### src/rtl/ptm_pkg.sv
package ptm_pkg;

  localparam int MODE_W = 5;

  localparam logic [1:0] ADDR_COUNT  = 2'd0;
  localparam logic [1:0] ADDR_PERIOD = 2'd1;
  localparam logic [1:0] ADDR_RUN    = 2'd2;
  localparam logic [1:0] ADDR_CFG    = 2'd3;

  typedef enum logic [MODE_W-1:0] {
    MODE_FREE       = 5'd0,
    MODE_HW_GATE    = 5'd1,
    MODE_EDGE_CLR   = 5'd2,
    MODE_LEVEL_CLR  = 5'd3,
    MODE_SHOT_SW    = 5'd8,
    MODE_SHOT_EDGE  = 5'd9,
    MODE_MONO_EDGE  = 5'd16
  } mode_e;

  // Unlisted encodings fall back to free running.
  function automatic mode_e decode_mode(input logic [MODE_W-1:0] raw);
    case (raw)
      5'd1:    decode_mode = MODE_HW_GATE;
      5'd2:    decode_mode = MODE_EDGE_CLR;
      5'd3:    decode_mode = MODE_LEVEL_CLR;
      5'd8:    decode_mode = MODE_SHOT_SW;
      5'd9:    decode_mode = MODE_SHOT_EDGE;
      5'd16:   decode_mode = MODE_MONO_EDGE;
      default: decode_mode = MODE_FREE;
    endcase
  endfunction

endpackage

### src/rtl/ptm_ext_sync.sv
module ptm_ext_sync #(
  parameter int STAGES = 2
) (
  input  logic clk,
  input  logic rst_n,
  input  logic ext_in,
  input  logic freeze,
  output logic lvl,
  output logic rise
);

  logic [STAGES-1:0] sync_q;
  logic [STAGES-1:0] sync_d;
  logic              held_q, held_d;
  logic              prev_q;

  always_comb begin
    sync_d = {sync_q[STAGES-2:0], ext_in};
    held_d = freeze ? held_q : sync_q[STAGES-1];
  end

  always_ff @(posedge clk or negedge rst_n) begin
    if (!rst_n) begin
      sync_q <= '0;
      held_q <= 1'b0;
      prev_q <= 1'b0;
    end else begin
      sync_q <= sync_d;
      held_q <= held_d;
      prev_q <= held_q;
    end
  end

  assign lvl  = held_q;
  assign rise = held_q & ~prev_q;

  // a frozen cycle never lets the accepted level move
  assert_freeze_holds_R11: assert property (@(posedge clk) disable iff (!rst_n)
    freeze |=> $stable(lvl));

endmodule

### src/rtl/ptm_prescaler.sv
module ptm_prescaler #(
  parameter int SEL_W = 3
) (
  input  logic             clk,
  input  logic             rst_n,
  input  logic             clr,
  input  logic             en,
  input  logic [SEL_W-1:0] sel,
  output logic             tick
);

  localparam int DIV_W = (1 << SEL_W) - 1;

  logic [DIV_W-1:0] div_q, div_d;
  logic [DIV_W-1:0] mask;

  // Low sel bits of the divider must all be one for a tick.
  for (genvar i = 0; i < DIV_W; i++) begin : g_mask
    assign mask[i] = (sel > SEL_W'(i));
  end

  assign tick = en & ((div_q & mask) == mask);

  always_comb begin
    div_d = div_q;
    if (clr)     div_d = '0;
    else if (en) div_d = div_q + 1'b1;
  end

  always_ff @(posedge clk or negedge rst_n) begin
    if (!rst_n) div_q <= '0;
    else        div_q <= div_d;
  end

  // after a clear no tick comes at once unless dividing by one
  assert_clear_delays_tick_R1: assert property (@(posedge clk) disable iff (!rst_n)
    clr |=> (!tick || sel == '0));

endmodule

### src/rtl/ptm_postscaler.sv
module ptm_postscaler #(
  parameter int PS_W = 5
) (
  input  logic            clk,
  input  logic            rst_n,
  input  logic            clr,
  input  logic            match,
  input  logic [PS_W-1:0] limit,
  output logic            pulse
);

  logic [PS_W-1:0] pcnt_q, pcnt_d;
  logic            pulse_d;
  logic            hit;

  assign hit = match & (pcnt_q == limit);

  always_comb begin
    pcnt_d  = pcnt_q;
    pulse_d = 1'b0;
    if (clr) begin
      pcnt_d = '0;
    end else if (hit) begin
      pcnt_d  = '0;
      pulse_d = 1'b1;
    end else if (match) begin
      pcnt_d = pcnt_q + 1'b1;
    end
  end

  always_ff @(posedge clk or negedge rst_n) begin
    if (!rst_n) begin
      pcnt_q <= '0;
      pulse  <= 1'b0;
    end else begin
      pcnt_q <= pcnt_d;
      pulse  <= pulse_d;
    end
  end

  // the match counter never passes the limit
  assert_no_overflow_R3: assert property (@(posedge clk) disable iff (!rst_n)
    pcnt_q <= limit);

  // with a nonzero limit the pulse is a single cycle
  assert_pulse_single_R3: assert property (@(posedge clk) disable iff (!rst_n)
    (pulse && limit != '0) |=> !pulse);

endmodule

### src/rtl/period_timer.sv
module period_timer
  import ptm_pkg::*;
#(
  parameter int CNT_W       = 8,
  parameter int PS_W        = 5,
  parameter int PRE_SEL_W   = 3,
  parameter int SYNC_STAGES = 2
) (
  input  logic             clk,
  input  logic             rst_n,
  input  logic             wr_en,
  input  logic [1:0]       addr,
  input  logic [CNT_W-1:0] wdata,
  output logic [CNT_W-1:0] rdata,
  input  logic             ext_in,
  input  logic             freeze,
  output logic             pulse_out
);

  localparam int ON_BIT = CNT_W - 1;

  // Reset: asynchronous assert, synchronous release
  logic [1:0] rst_pipe;
  logic       rst_int_n;

  always_ff @(posedge clk or negedge rst_n) begin
    if (!rst_n) rst_pipe <= 2'b00;
    else        rst_pipe <= {rst_pipe[0], 1'b1};
  end
  assign rst_int_n = rst_pipe[1];

  // Registers
  logic [CNT_W-1:0]     cnt_q, cnt_d;
  logic [CNT_W-1:0]     per_q, per_d;
  logic                 on_q, on_d;
  logic [PS_W-1:0]      lim_q, lim_d;
  logic [PRE_SEL_W-1:0] sel_q, sel_d;
  logic [MODE_W-1:0]    mraw_q, mraw_d;
  logic                 started_q, started_d;

  logic wr_cnt, wr_per, wr_run, wr_cfg, wr_ctl;
  assign wr_cnt = wr_en && (addr == ADDR_COUNT);
  assign wr_per = wr_en && (addr == ADDR_PERIOD);
  assign wr_run = wr_en && (addr == ADDR_RUN);
  assign wr_cfg = wr_en && (addr == ADDR_CFG);
  assign wr_ctl = wr_run | wr_cfg;

  logic unused_wdata;
  assign unused_wdata = ^wdata;

  // External input conditioning
  logic ext_lvl, ext_rise;

  ptm_ext_sync #(.STAGES(SYNC_STAGES)) i_sync (
    .clk    (clk),
    .rst_n  (rst_int_n),
    .ext_in (ext_in),
    .freeze (freeze),
    .lvl    (ext_lvl),
    .rise   (ext_rise)
  );

  // Mode decode into gate, clear and start terms
  mode_e mode;
  logic  gate_ok, clr_raw, start_raw, needs_start, self_stop;

  assign mode = decode_mode(mraw_q);

  always_comb begin
    gate_ok     = 1'b1;
    clr_raw     = 1'b0;
    start_raw   = 1'b0;
    needs_start = 1'b0;
    self_stop   = 1'b0;
    case (mode)
      MODE_HW_GATE:   gate_ok = ext_lvl;
      MODE_EDGE_CLR:  clr_raw = ext_rise;
      MODE_LEVEL_CLR: clr_raw = ext_lvl;
      MODE_SHOT_SW:   self_stop = 1'b1;
      MODE_SHOT_EDGE: begin
        self_stop   = 1'b1;
        needs_start = 1'b1;
        start_raw   = ext_rise;
      end
      MODE_MONO_EDGE: begin
        needs_start = 1'b1;
        start_raw   = ext_rise;
        clr_raw     = ext_rise;
      end
      default: ;
    endcase
  end

  logic ext_clr, start_evt, run, tick, at_period, match_evt, scal_clr;

  assign ext_clr   = clr_raw & on_q;
  assign start_evt = start_raw & on_q;
  assign run       = on_q & gate_ok & (~needs_start | started_q);
  assign at_period = (cnt_q == per_q);
  assign match_evt = tick & at_period & ~wr_cnt & ~ext_clr;
  assign scal_clr  = wr_cnt | wr_ctl | ext_clr;

  ptm_prescaler #(.SEL_W(PRE_SEL_W)) i_pre (
    .clk   (clk),
    .rst_n (rst_int_n),
    .clr   (scal_clr),
    .en    (run),
    .sel   (sel_q),
    .tick  (tick)
  );

  ptm_postscaler #(.PS_W(PS_W)) i_post (
    .clk   (clk),
    .rst_n (rst_int_n),
    .clr   (scal_clr),
    .match (match_evt),
    .limit (lim_q),
    .pulse (pulse_out)
  );

  // Next state
  always_comb begin
    cnt_d = cnt_q;
    if (wr_cnt)       cnt_d = wdata;
    else if (ext_clr) cnt_d = '0;
    else if (tick)    cnt_d = at_period ? '0 : cnt_q + 1'b1;
  end

  always_comb begin
    per_d  = wr_per ? wdata : per_q;
    lim_d  = wr_run ? wdata[PS_W-1:0] : lim_q;
    sel_d  = wr_cfg ? wdata[MODE_W +: PRE_SEL_W] : sel_q;
    mraw_d = wr_cfg ? wdata[MODE_W-1:0] : mraw_q;
  end

  always_comb begin
    on_d = on_q;
    if (wr_run)                      on_d = wdata[ON_BIT];
    else if (match_evt && self_stop) on_d = 1'b0;
  end

  always_comb begin
    started_d = started_q;
    if (!on_q || wr_ctl)                started_d = 1'b0;
    else if (start_evt)                 started_d = 1'b1;
    else if (match_evt && needs_start)  started_d = 1'b0;
  end

  // Register stage
  always_ff @(posedge clk or negedge rst_int_n) begin
    if (!rst_int_n) begin
      cnt_q     <= '0;
      per_q     <= '1;
      on_q      <= 1'b0;
      lim_q     <= '0;
      sel_q     <= '0;
      mraw_q    <= '0;
      started_q <= 1'b0;
    end else begin
      cnt_q     <= cnt_d;
      per_q     <= per_d;
      on_q      <= on_d;
      lim_q     <= lim_d;
      sel_q     <= sel_d;
      mraw_q    <= mraw_d;
      started_q <= started_d;
    end
  end

  // Read mux
  always_comb begin
    rdata = '0;
    case (addr)
      ADDR_COUNT:  rdata = cnt_q;
      ADDR_PERIOD: rdata = per_q;
      ADDR_RUN: begin
        rdata[ON_BIT]      = on_q;
        rdata[PS_W-1:0]    = lim_q;
      end
      default: begin
        rdata[MODE_W +: PRE_SEL_W] = sel_q;
        rdata[MODE_W-1:0]          = mraw_q;
      end
    endcase
  end

  // a tick at the period value lands on zero
  assert_wrap_to_zero_R2: assert property (@(posedge clk) disable iff (!rst_int_n)
    (match_evt) |=> (cnt_q == '0));

  // a stopped timer keeps its count
  assert_off_holds_R6: assert property (@(posedge clk) disable iff (!rst_int_n)
    (!on_q && !wr_cnt) |=> $stable(cnt_q));

  // one-shot match switches the timer off
  assert_shot_clears_on_R7: assert property (@(posedge clk) disable iff (!rst_int_n)
    (self_stop && match_evt && !wr_run) |=> !on_q);

  // monostable match parks the timer with on still set
  assert_mono_parks_R8: assert property (@(posedge clk) disable iff (!rst_int_n)
    (mode == MODE_MONO_EDGE && match_evt && !wr_ctl) |=> (on_q && !run));

  // closed gate freezes the count
  assert_gate_hold_R9: assert property (@(posedge clk) disable iff (!rst_int_n)
    (mode == MODE_HW_GATE && !ext_lvl && !wr_cnt) |=> $stable(cnt_q));

  // a high level in level-clear mode forces zero
  assert_level_clear_R10: assert property (@(posedge clk) disable iff (!rst_int_n)
    (mode == MODE_LEVEL_CLR && on_q && ext_lvl && !wr_cnt) |=> (cnt_q == '0));

endmodule

### config.mk
export PLATFORM = sky130hd
export DESIGN_NAME = period_timer
export DESIGN_NICKNAME = d
export VERILOG_FILES = /design/src/rtl/ptm_pkg.sv /design/src/rtl/ptm_ext_sync.sv /design/src/rtl/ptm_prescaler.sv /design/src/rtl/ptm_postscaler.sv /design/src/rtl/period_timer.sv
export SDC_FILE = /design/constraint.sdc
export NUM_CORES = 1
export LEC_CHECK = 0
export BUFFER_PORTS_ARGS = -buffer_cell sky130_fd_sc_hd__buf_2
export CAP_MARGIN = 10
export CORE_MARGIN = 2
export CORE_UTILIZATION = 55
export DETAILED_ROUTE_END_ITERATION = 10
export PLACE_DENSITY_LB_ADDON = 0.2
export SYNTH_ARGS = -nofsm -noshare
export SYNTH_HDL_FRONTEND = slang
export SYNTH_HIERARCHICAL = 1
export SYNTH_SLANG_ARGS = --single-unit
### constraint.sdc
create_clock -name clk -period 2.05 [get_ports clk]
set_input_delay 0.1025 -clock clk [delete_from_list [all_inputs] [get_ports clk]]
set_output_delay 0.1025 -clock clk [all_outputs]
set_load 0.01 [all_outputs]
After elaboration in Yosys (flattened, before gate mapping)
Index checks and enable logic that the tools add are counted.
{"block": "word_totals", "latch_bits": 0, "romBits": 0, "ff_bits": 50, "word_cells": 103, "ram_bits": 0, "mem_count": 0}
{"block": "classes", "order_cmp": 7, "div_mod_pow": 0, "mux": 25, "n_reduce_logical": 17, "n_eq_ne": 18, "bitwise": 19, "n_addsub": 3, "n_shift": 0, "n_mul": 0}
{"op": "2-to-1 mux 8 bit", "n": 4}
{"op": "case mux 5 bit (6 select lines)", "n": 1}
{"op": "== test 5 x 2 -> 1 bit, second input constant", "n": 4}
{"op": "== test 5 x 4 -> 1 bit, second input constant", "n": 4}
{"op": "2-to-1 mux 5 bit", "n": 3}
{"op": "case mux 5 bit (3 select lines)", "n": 1}
{"op": "2-to-1 mux 7 bit", "n": 2}
{"op": "2-to-1 mux 1 bit", "n": 11}
{"op": "AND 1 bit", "n": 10}
{"op": "== test 5 x 1 -> 1 bit, second input constant", "n": 2}
{"op": "== test 5 bit, second input constant", "n": 2}
{"op": "> comparator 3 bit, second input constant", "n": 3}
{"op": "nonzero test 3 bit", "n": 3}
{"op": "adder 8 x 1 -> 8 bit, second input constant", "n": 1}
{"op": "== test 8 bit", "n": 1}
{"op": "adder 7 x 1 -> 7 bit, second input constant", "n": 1}
{"op": "AND 7 bit", "n": 1}
{"op": "== test 7 bit", "n": 1}
{"op": "> comparator 3 x 1 -> 1 bit, second input constant", "n": 2}
{"op": "> comparator 3 x 2 -> 1 bit, second input constant", "n": 2}
{"op": "logical AND 1 bit", "n": 6}
{"op": "case mux 2 bit (3 select lines)", "n": 1}
{"op": "OR reduction 2 bit", "n": 3}
{"op": "adder 5 x 1 -> 5 bit, second input constant", "n": 1}
{"op": "11 further kinds", "n": 19}

Depth between registers and ports, before layout
Gate-level depths: netlist of run 1.
{"block": "logic_depth", "depth_word": 16, "depth_mapped": 13, "ltp_nobuf": 10}

Cells and area by module
The synthesis of run 1 kept the hierarchy.
{"mod": "period_timer", "seq_area_each_um2": 835.8, "n_inst": 1, "cells_each": 165, "area_per_inst_um2": 1978.1}
{"mod": "ptm_prescaler", "seq_area_each_um2": 175.2, "n_inst": 1, "cells_each": 40, "area_per_inst_um2": 371.6}
{"mod": "ptm_postscaler", "seq_area_each_um2": 150.1, "n_inst": 1, "cells_each": 30, "area_per_inst_um2": 349.1}
{"mod": "ptm_ext_sync", "seq_area_each_um2": 100.1, "n_inst": 1, "cells_each": 6, "area_per_inst_um2": 121.4}

Worst setup path after synthesis of run 1
No wires, ideal clock.
{"block": "synth_path", "kind": "reg2reg", "start": "register mraw_q[3]", "end": "register i_post.pcnt_q[3]", "period_less_slack_ns": 2.897, "t_arrival_ns": 2.802, "setup_slack_ns": -0.847, "path_stages_with_launch": 14, "path_buffers": 3, "required_time_ns": 1.955, "path_cell_list": "dfrtp_1 -> and3b_1 -> o21ai_0 -> o211a_1 -> buf_2 -> nand2_1 -> a211oi_1 -> buf_12 -> clkinv_1 -> a2111oi_2 -> clkbuf_2 -> nand4_1 -> xor2_1 -> a211oi_1"}
{"block": "synth_between", "elab_chain_len": 15, "word_cells_on_any_way": 32, "classes_between": "11 x eq/ne; 6 x mux; 12 x bitwise; 3 x reduce/logical"}
{"element": "from (decl)", "line_no": "period_timer.sv:38", "rtl": "logic [MODE_W-1:0] mraw_q, mraw_d;"}
{"element": "from (signal assigned)", "line_no": "period_timer.sv:165", "rtl": "mraw_q <= mraw_d;"}
{"element": "== test 5 bit, or another cell as far along", "line_no": "ptm_pkg.sv:22", "rtl": "case (raw)"}
{"element": "case mux 5 bit (6 select lines) *", "line_no": "ptm_pkg.sv:22"}
{"element": "== test 5 x 4 -> 1 bit / == test 5 bit (equally long branches)", "line_no": "period_timer.sv:75", "rtl": "case (mode)"}
{"element": "OR reduction 2 bit (no line)"}
{"element": "2-to-1 mux 1 bit", "line_no": "period_timer.sv:75"}
{"element": "NOT 1 bit", "line_no": "period_timer.sv:98", "rtl": "assign run = on_q & gate_ok & (~needs_start | started_q);"}
{"element": "bitwise OR 1 bit", "line_no": "period_timer.sv:98"}
{"element": "AND 1 bit *", "line_no": "period_timer.sv:98"}
{"element": "named net run", "line_no": "period_timer.sv:94", "rtl": "logic ext_clr, start_evt, run, tick, at_period, match_evt, scal_clr;"}
{"element": "AND 1 bit *", "line_no": "ptm_prescaler.sv:22", "rtl": "assign tick = en & ((div_q & mask) == mask);"}
{"element": "named net tick", "line_no": "period_timer.sv:94"}
{"element": "AND 1 bit * (3 in a row)", "line_no": "period_timer.sv:100", "rtl": "assign match_evt = tick & at_period & ~wr_cnt & ~ext_clr;"}
{"element": "named net match_evt", "line_no": "period_timer.sv:94"}
{"element": "AND 1 bit", "line_no": "ptm_postscaler.sv:16", "rtl": "assign hit = match & (pcnt_q == limit);"}
{"element": "2-to-1 mux 5 bit", "line_no": "ptm_postscaler.sv:23", "rtl": "end else if (hit) begin"}
{"element": "2-to-1 mux 5 bit", "line_no": "ptm_postscaler.sv:21", "rtl": "if (clr) begin"}
{"element": "to (signal assigned)", "line_no": "ptm_postscaler.sv:36", "rtl": "pcnt_q <= pcnt_d;"}
{"element": "to (decl)", "line_no": "ptm_postscaler.sv:12", "rtl": "logic [PS_W-1:0] pcnt_q, pcnt_d;"}
Mark *: on every way through the listed nets, which the timed path passes. The rest lies on a longest branch.
A chain may end at the register's enable or synchronous reset.

Worst setup path after layout of run 1
{"block": "layout_path", "start": "register mraw_q[0]", "end": "register i_post.pcnt_q[1]"}
Same word-level chain as after synthesis.

==> reports/metrics.csv, run 1 <==
stage,metric,value,unit
yosys,#FFs+latches synth,50,
yosys,Synth Area in Simple Gates,15.4,%
final_layout,"commonest non-fill, non-tap cell in the layout",buf_4,
power_and_ir_drop,Combinational Power Share,35.8,%
clock_tree,H-Tree Depth,2,
yosys,Mapped Nets,259,
yosys,adder-cell share of the synthesized area,1.33,%
floorplanning,Die ar.,5720,um2
final_layout,sequential cell area,1260,um2
final_layout,post-layout net count,334,
final_layout,design area,3620,um2
yosys,largest family of logic cells by synthesized area,multiplexers,
grt,initial antenna violation count,0,
power_and_ir_drop,Pwr Density,878,nW/um2
yosys,mux contribution to synthesized area,16.2,%
yosys,Compound-Gate Fraction of Synth Area,12.4,%
timing,setup_tns,-2.77,ns
timing,fin crit period,2.33,ns
detailed_routing,vias post-DR,2196,
yosys,"Seq/Total Area, Yosys",44.7,%
final_layout,share of cells above drive strength 1,46.1,%
setup_path,Worst EP arrival,2.51,ns
power_and_ir_drop,Sequential Power Share,41.2,%
setup_path,critical path capture point type,flip-flop,
detailed_routing,final WL,6.73,mm
grt,vias in the first global route,2132,
power_and_ir_drop,Int Pwr,2.16,mW
final_layout,area taken by multi-input logic gates,1570,um2
final_layout,Final Core Density,71.8,%
setup_path,CP Class,flip-flop to flip-flop,
detailed_routing,initial drt markers,51,
grt,gr usage total,25.3,%
outcome,status,finished with violations,
timing,Hold Fails Final Rpt,0,
floorplanning,# IOs,24,
clock_tree,clock slew at reported path FFs,0.10,ns
final_layout,Ant. Diodes,0,
power_and_ir_drop,Clk network pwr share,23.0,%
yosys,Synth Area per Inst,11.7,um2
timing,worst relative slew slack,61.5,%
yosys,largest cells by area after synthesis,"dfrtp_1, mux2_2, dfstp_2, xor2_1, mux4_2",
outcome,failing checks,setup timing,
yosys,post-synth cell types,56,
detailed_routing,Antenna Violating Nets Remaining,0,
hold_path,worst hold path class,primary input to flip-flop,
yosys,Post-synth EDFFs,0,
timing,RSZ-0062 raised after global routing,true,
yosys,Ys Warns,6,
power_and_ir_drop,Switch Pwr,1.02,mW
detailed_routing,drt wl/cell,17.4,um
timing,final slew viol count,0,
final_layout,Fillers,337,
detailed_routing,DRT Pass-1 Iters,4,
yosys,fraction of registers with async set/reset,100,%
floorplanning,die height,75.6,um
timing,Peak Freq,428,MHz
setup_path,crit-path max FO,4,
detailed_routing,# DRC,0,
power_and_ir_drop,Max VDD drop,550,uV
setup_path,Worst Path Required,2.23,ns
clock_tree,Clock Path Buffers,2,
power_and_ir_drop,Sw Ratio,32.2,%
yosys,ys flop type,dfrtp_1,
yosys,Yosys top cell area share,37.3,%
power_and_ir_drop,Leakage,1.61,nW
floorplanning,Die W,75.6,um
grt,largest net degree at the start of global routing,36,
clock_tree,clk_lat worst skew,0.30,ns
grt,grt ovf,0,
clock_tree,CTS tree,done,
floorplanning,Rows,26,
placement,Placed Area,3310,um2
timing,final setup vio count,15,
yosys,cell count after synthesis,241,
placement,Final GP Congestion,0.941,
yosys,post-synthesis xor/xnor area fraction,6.83,%
run,Max-Cap Viols,0,
placement,Port Buf Inserts,23,
detailed_routing,Via density,5.67,
placement,post-DP HPWL,4.80,mm
floorplanning,core area,5040,um2
timing,crit share post-route,114,%
timing,Final Skew,0.00820,ns
clock_tree,clock buffer count from CTS,5,
final_layout,Area Growth Syn to Fin,28.4,%
yosys,cell area after synthesis,2820,um2
grt,first-pass GRT wire length,10.6,mm
setup_path,Worst setup SP type,flip-flop,
final_layout,most frequent cells in the layout,"buf_4, dfrtp_1, buf_2",
floorplanning,Starting Density,55.9,%
timing,Worst Slack Setup Final,-0.284,ns
yosys,Yosys top cell by area,dfrtp_1,
clock_tree,Root Buffer,clkbuf_8,
placement,dpl ws,-0.240,ns
clock_tree,TritonCTS sink count,50,
timing,worst-margin pin slew,0.575,ns
-- metal layers --
metal / vias up / GRT usage (%) / routed length (um)
li1: 1040 / - / -
met3: 11 / 4.89 / 247
met5: - / 0 / 0
met1: 1094 / 32.0 / 2910
met4: 0 / 8.58 / 81
met2: 51 / 43.4 / 3490
-- power groups by stage --
stage	Sequential (mW)	Clock, mW	Combinational, mW
6_report	1.31	0.732	1.14
5_1_grt	1.33	0.783	1.23
4_1_cts	1.31	0.743	1.08
3_5_place_dp	1.32	0	1.04
3_3_place_gp	1.32	0	1.02
2_1_floorplan	1.34	0	0.596
-- worst max-delay path: stages, from the launching register on --
cell	delay [ns]
dfrtp_1	0.43
and3b_1	0.22
o21ai_2	0.14
o211a_1	0.21
nand2_2	0.06
a211oi_2	0.14
buf_4	0.17
clkinv_8	0.05
a2111oi_4	0.30
buf_4	0.22
mux2i_1	0.21
a211oi_1	0.06
-- area by class of cell --
type	instances	share of cell area, %
Multi-Input combinational cell	179	43.4
Sequential cell	50	34.9
Timing Repair Buffer	76	15.4
Tap cell	70	2.42
Clock buffer	7	2.38
Clock inverter	1	0.829
Inverter	4	0.760
-- synthesized netlist by cell type (3+ instances only) --
cell type	n
mux2_2	22
mux4_2	6
nand2_1	19
and3_1	3
a211oi_1	8
nor2_1	12
nor4_4	3
dfstp_2	8
nand4_1	9
o21ai_0	5
ha_1	3
dfrtp_1	42
inv_1	3
nand3_1	3
mux2i_1	6
a21oi_1	9
xor2_1	20
and2_1	4
o21a_1	4
o211ai_1	3
-- path summary, 6_finish.rpt --
kind | start | endpoint | slack, ns | cells past startpoint
setup / recovery | mraw_q[0] | i_post/pcnt_q[1] | -0.28 | 11
hold / removal | freeze | i_sync/lvl | 0.05 | 2
setup reg to reg | mraw_q[0] | i_post/pcnt_q[1] | -0.28 | 11
hold reg to reg | rst_pipe[1] | i_post/pcnt_q[0] | 0.17 | 0
max in group asynchronous | rst_pipe[1] | per_q[5] | 1.31 | 1
min in group asynchronous | rst_n | rst_pipe[0] | 0.09 | 2
-- state kept, by name (all words and copies together), names as in the netlist --
name and count:
cnt_q 8, per_q 8, i_pre/div_q 7, i_post/pcnt_q 5, lim_q 5, mraw_q 5
sel_q 3, i_sync/sync_q 2, rst_pipe 2, i_post/pulse 1, i_sync/lvl 1, i_sync/prev_q 1
on_q 1, started_q 1
-- per-stage QoR --
step                      cells  hold WS [ns]  power, mW
after detailed placement    367        -0.110       2.36
after CTS                   381        0.0444       3.14
final                       387        0.0488       3.18
after floorplan             241        -0.193       1.94
after global placement      367        -0.112       2.34
after global routing        387        0.0525       3.34
-- what timing repair did --
item,in CTS,in global routing
pin swaps,4,13
gates resized for setup,8,12
buffers inserted,4,6
hold buffers,2,0
endpoints found under the setup margin,13,16
endpoints found under the hold margin,3,0
-- cells by family after synthesis --
| group | count (synthesis) |
|---|---|
| mux | 35 |
| other cells | 1 |
| buf+inv | 12 |
| fa+ha+maj | 3 |
| xor+xnor | 22 |
| flops | 50 |
| simple gates | 71 |
| compound gates | 47 |
Power figures use the tool's default switching activity.
==> run 2: changes to the inputs <==
CAP_MARGIN = 20   (was 10)
CORE_UTILIZATION = 54   (was 55)
clock period = 1.9 ns   (was 2.05 ns; I/O delays follow)
==> reports/metrics.csv, run 2 (synthesis gave the netlist of run 1 again) <==
stage,metric,value,unit,change
power_and_ir_drop,Pwr Density,929,nW/um2,+5.8%
timing,final slew viol count,0,,unchanged
timing,Peak Freq,435,MHz,+1.6%
setup_path,crit-path max FO,4,,unchanged
timing,final setup vio count,21,,+6
floorplanning,Rows,26,,unchanged
timing,Worst Slack Setup Final,-0.397,ns,-0.113 ns
setup_path,Worst EP arrival,2.47,ns,-0.04 ns
detailed_routing,# DRC,0,,unchanged
detailed_routing,Via density,5.77,,+1.7%
clock_tree,Clock Path Buffers,2,,unchanged
clock_tree,clock slew at reported path FFs,0.09,ns,about the same
final_layout,Final Core Density,73.1,%,+1.3 points
floorplanning,Die ar.,5820,um2,+1.8%
floorplanning,core area,5070,um2,+0.65%
setup_path,CP Class,flip-flop to flip-flop,,
detailed_routing,Post-Route M1 WL,2.91,mm,about the same
final_layout,Largest regs,"cnt_q x8, per_q x8, i_pre/div_q x7",,
setup_path,Worst Path Required,2.07,ns,-0.16 ns
setup_path,critical path capture point type,flip-flop,,
final_layout,"commonest non-fill, non-tap cell in the layout",buf_4,,
floorplanning,Die W,76.3,um,+0.87%
clock_tree,CTS tree,done,,
outcome,status,finished with violations,,
detailed_routing,DRT Pass-1 Iters,4,,unchanged
power_and_ir_drop,Leakage,1.66,nW,+2.7%
final_layout,non-filler cells in the finished layout,396,,+2.3%
clock_tree,TritonCTS sink count,50,,unchanged
grt,initial antenna violation count,0,,unchanged
floorplanning,Starting Density,55.6,%,-0.36 points
grt,grt ovf,0,,unchanged
final_layout,share of cells above drive strength 1,49.7,%,+3.6 points
detailed_routing,routed wl met2,3.63,mm,+4.1%
power_and_ir_drop,Overall Power,3.45,mW,+8.4%
floorplanning,die height,76.3,um,+0.87%
final_layout,post-layout net count,343,,+2.7%
placement,dpl ws,-0.417,ns,-0.177 ns
grt,first-pass GRT wire length,11.7,mm,+10%
clock_tree,H-Tree Depth,2,,unchanged
timing,worst relative slew slack,64.4,%,+2.9 points
detailed_routing,drt wl/cell,17.7,um,+1.7%
grt,vias in the first global route,2364,,+11%
timing,worst-margin pin slew,0.532,ns,-0.0431 ns
setup_path,max incr delay on CP,0.44,ns,about the same
detailed_routing,final WL,7.00,mm,+4.0%
clock_tree,clock buffer count from CTS,5,,unchanged
timing,RSZ-0062 raised after global routing,true,,
detailed_routing,initial drt markers,170,,+230%
detailed_routing,Antenna Violating Nets Remaining,0,,unchanged
run,Max-Cap Viols,0,,unchanged
final_layout,Area Growth Syn to Fin,31.6,%,
detailed_routing,max layer used,met4,,
final_layout,most frequent cells in the layout,"buf_4, dfrtp_1, buf_2",,
clock_tree,clk_lat worst skew,0.30,ns,about the same
detailed_routing,met3 WL,333,um,+35%
setup_path,Slowest cell on crit path,dfrtp_1,,
setup_path,CP Cell Sequence,and3b_1 -> o21ai_2 -> o211a_1 -> nand2_2 -> a211oi_2 -> buf_4 -> clkinv_8 -> a2111oi_4 -> buf_4 -> mux2i_1 -> a211oi_2,,
timing,crit share post-route,121,%,+7.1 points
hold_path,worst hold path class,primary input to flip-flop,,
outcome,failing checks,setup timing,,
setup_path,Worst setup SP type,flip-flop,,
final_layout,Ant. Diodes,0,,unchanged
floorplanning,# IOs,24,,unchanged
detailed_routing,vias post-DR,2286,,+4.1%
clock_tree,Root Buffer,clkbuf_8,,
grt,largest net degree at the start of global routing,40,,+11%
grt,gr usage total,25.2,%,-0.085 points
placement,post-DP HPWL,4.87,mm,+1.3%
placement,dpl cells,377,,+2.7%
power_and_ir_drop,Max VDD drop,466,uV,-15%
timing,fin crit period,2.30,ns,-0.0366 ns
placement,Port Buf Inserts,23,,unchanged
timing,Hold Fails Final Rpt,0,,unchanged
timing,Final Skew,0.0111,ns,+0.00287 ns
placement,Final GP Congestion,0.911,,-3.2%
[run 2: cell types whose count changed in the layout (fill, tap and decap cells not counted), sizes merged]
cell / previous run / this run
clkinv: 1 / 3
clkbuf: 7 / 5
buf: 74 / 83
[run 2: area by class of cell]
type | instances | area [um2]
multi-input cells | 179 | 1610
repair buffers | 85 | 613
fillers | 372 | 1360
well taps | 70 | 87.6
clock buffers | 5 | 68.8
flip-flops and latches | 50 | 1260
clock inverters | 3 | 40.0
inverters | 4 | 27.5
[run 2: final timing paths]
kind	startpoint	to	slack (ns)	depth (start not counted)
setup / recovery	mraw_q[3]	i_post/pcnt_q[1]	-0.40	11
hold / removal	freeze	i_sync/lvl	0.05	2
setup reg to reg	mraw_q[3]	i_post/pcnt_q[1]	-0.40	11
hold reg to reg	rst_pipe[1]	lim_q[1]	0.14	0
max in group asynchronous	rst_pipe[1]	per_q[2]	1.22	1
min in group asynchronous	rst_n	rst_pipe[1]	0.10	2
[run 2: per-layer routing]
metal  global-route usage [%]  vias to the layer above
met1                     32.3                     1150
met4                     7.09                        0
met5                        0                        -
li1                         -                     1057
met3                     3.20                       13
met2                     44.9                       66
[run 2: timing repair]
item,4_1_cts,5_1_grt
pin swaps,11,17
gates cloned,0,0
hold endpoints to repair,3,0
hold buffers,2,0
resized for setup,17,9
buffers inserted,7,3
endpoints found under the setup margin,23,23
[run 2: critical path, delay by kind of cell (launching register included)]
kind | cells | cell delay [ns]
flip-flops | 1 | 0.44
buffers and inverters | 3 | 0.44
multiplexers | 1 | 0.22
AO/OA/AOI/OAI | 5 | 0.82
AND/OR/NAND/NOR | 2 | 0.25
[run 2: metrics by stage]
stage | hold WS (ns) | TNS, ns | instance area, um2
global route | 0.0381 | -6.72 | 3710
CTS | 0.0405 | -3.75 | 3660
detailed placement | -0.118 | -5.24 | 3390
global placement | -0.119 | -4.48 | 3390
finish | 0.0518 | -4.78 | 3710
floorplan | -0.201 | -2.98 | 2860
[run 2: where the power goes]
part | switching (mW) | total (mW) | internal, mW
sequential | 0.145 | 1.40 | 1.26
combinational | 0.628 | 1.30 | 0.674
clock | 0.357 | 0.745 | 0.388
total | 1.13 | 3.45 | 2.32
==> run 3: changes to the inputs <==
SKIP_LAST_GASP = 1   (was unset)
==> reports/metrics.csv, run 3 (synthesis gave the netlist of run 1 again) <==
stage,metric,value,unit,change
timing,worst relative slew slack,65.0,%,+0.59 points
clock_tree,Clock Path Buffers,2,,unchanged
setup_path,critical path capture point type,flip-flop,,
grt,initial antenna violation count,0,,unchanged
outcome,status,finished with violations,,
hold_path,worst hold path class,primary input to flip-flop,,
setup_path,crit-path max FO,4,,unchanged
grt,vias in the first global route,2383,,+0.80%
floorplanning,Rows,26,,unchanged
run,Max-Cap Viols,0,,unchanged
final_layout,"commonest non-fill, non-tap cell in the layout",buf_4,,
power_and_ir_drop,Pwr Density,928,nW/um2,about the same
setup_path,CP Class,flip-flop to flip-flop,,
placement,Final GP Congestion,0.911,,unchanged
grt,largest net degree at the start of global routing,40,,unchanged
floorplanning,Die ar.,5820,um2,unchanged
timing,worst-margin pin slew,0.523,ns,-0.00875 ns
timing,hold slack,0.0510,ns,-0.000860 ns
timing,final slew viol count,0,,unchanged
placement,Port Buf Inserts,23,,unchanged
timing,fin crit period,2.29,ns,-0.00674 ns
detailed_routing,drt wl/cell,17.5,um,-0.83%
power_and_ir_drop,Overall Power,3.44,mW,-0.31%
detailed_routing,Via density,5.75,,-0.35%
placement,post-DP HPWL,4.87,mm,unchanged
clock_tree,H-Tree Depth,2,,unchanged
setup_path,Worst EP arrival,2.47,ns,about the same
timing,RSZ-0062 raised after global routing,true,,
final_layout,Area Growth Syn to Fin,31.3,%,
setup_path,Worst Path Required,2.07,ns,about the same
final_layout,area taken by multi-input logic gates,1610,um2,-0.31%
grt,gr usage total,25.1,%,-0.051 points
final_layout,Ant. Diodes,0,,unchanged
detailed_routing,DRT Pass-1 Iters,4,,unchanged
clock_tree,TritonCTS sink count,50,,unchanged
timing,final setup vio count,21,,unchanged
placement,dpl ws,-0.417,ns,unchanged
final_layout,Largest regs,"cnt_q x8, per_q x8, i_pre/div_q x7",,
timing,Worst Slack Setup Final,-0.391,ns,+0.00674 ns
setup_path,Worst setup SP type,flip-flop,,
final_layout,non-filler cells in the finished layout,396,,unchanged
setup_path,R2R depth,11,,unchanged
detailed_routing,vias post-DR,2278,,-0.35%
clock_tree,CTS tree,done,,
grt,grt ovf,0,,unchanged
clock_tree,clock buffer count from CTS,5,,unchanged
final_layout,share of cells above drive strength 1,49.4,%,-0.31 points
placement,dpl cells,377,,unchanged
placement,Placed Area,3390,um2,unchanged
power_and_ir_drop,Leakage,1.65,nW,-0.15%
final_layout,post-layout net count,343,,unchanged
detailed_routing,# DRC,0,,unchanged
final_layout,Fillers,374,,+0.54%
timing,Final Skew,0.0108,ns,-0.000283 ns
clock_tree,clock slew at reported path FFs,0.09,ns,about the same
clock_tree,clk_lat worst skew,0.31,ns,about the same
floorplanning,Starting Density,55.6,%,unchanged
detailed_routing,Antenna Violating Nets Remaining,0,,unchanged
timing,crit share post-route,121,%,-0.35 points
final_layout,most frequent cells in the layout,"buf_4, dfrtp_1, buf_2",,
final_layout,design area,3700,um2,-0.24%
timing,Peak Freq,437,MHz,+0.29%
detailed_routing,final WL,6.94,mm,-0.83%
timing,Hold Fails Final Rpt,0,,unchanged
final_layout,sequential cell area,1260,um2,unchanged
floorplanning,core area,5070,um2,unchanged
grt,first-pass GRT wire length,11.6,mm,-0.47%
hold_path,Hold Crit Depth,2,,unchanged
detailed_routing,initial drt markers,186,,+9.4%
floorplanning,Die W,76.3,um,unchanged
floorplanning,# IOs,24,,unchanged
clock_tree,Root Buffer,clkbuf_8,,
floorplanning,die height,76.3,um,unchanged
power_and_ir_drop,Max VDD drop,464,uV,-0.52%
outcome,failing checks,setup timing,,
[run 3: changes by cell type in the layout (fill, tap and decap cells not counted)]
cell | before | now
buf_6 | 2 | 1
a211oi_2 | 6 | 5
buf_4 | 56 | 57
a211oi_1 | 2 | 3
[run 3: layout make-up]
type / count / area share, %
multi-input cells: 179 / 43.4
flip-flops and latches: 50 / 34.1
repair buffers: 85 / 16.5
well taps: 70 / 2.37
clock buffers: 5 / 1.86
clock inverters: 3 / 1.08
inverters: 4 / 0.743
[run 3: where the power goes]
group	leakage, nW	switching (mW)	internal [mW]
combinational	0.981	0.620	0.672
clock	0.0579	0.357	0.388
sequential	0.615	0.144	1.26
total	1.65	1.12	2.32
[run 3: what timing repair did]
item,in CTS,in global routing
setup buffers,7,3
pin swaps,10,18
hold buffers,2,0
hold endpoints to repair,3,0
resized for setup,15,9
setup endpoints to repair,23,23
[run 3: routing by layer]
metal	vias up	GRT usage [%]	share of wire, %
met1	1123	31.8	41
met5	-	0	0
met4	0	8.36	2.3
li1	1061	-	-
met3	14	3.32	5.0
met2	80	44.5	52
[run 3: metrics by stage]
step,util (%),TNS [ns]
after floorplan,-,-2.98
after global placement,66.7,-4.48
after detailed placement,66.7,-5.24
after CTS,71.9,-3.80
after global routing,73.0,-6.76
final,73.0,-4.71
[run 3: worst max-delay path: stages, from the launching register on]
cell and delay (ns):
dfrtp_1 0.44, and3b_1 0.20, o21ai_2 0.13, o211a_1 0.21, nand2_2 0.05, a211oi_2 0.15, buf_4 0.18, clkinv_8 0.05
a2111oi_4 0.28, buf_4 0.21, mux2i_1 0.22, a211oi_2 0.05
[run 3: worst paths after layout]
| kind | startpoint | endpoint | slack (ns) |
|---|---|---|---|
| setup / recovery | mraw_q[3] | i_post/pcnt_q[1] | -0.39 |
| hold / removal | freeze | i_sync/lvl | 0.05 |
| setup reg to reg | mraw_q[3] | i_post/pcnt_q[1] | -0.39 |
| hold reg to reg | rst_pipe[1] | lim_q[1] | 0.14 |
| max in group asynchronous | rst_pipe[1] | per_q[2] | 1.22 |
| min in group asynchronous | rst_n | rst_pipe[1] | 0.10 |
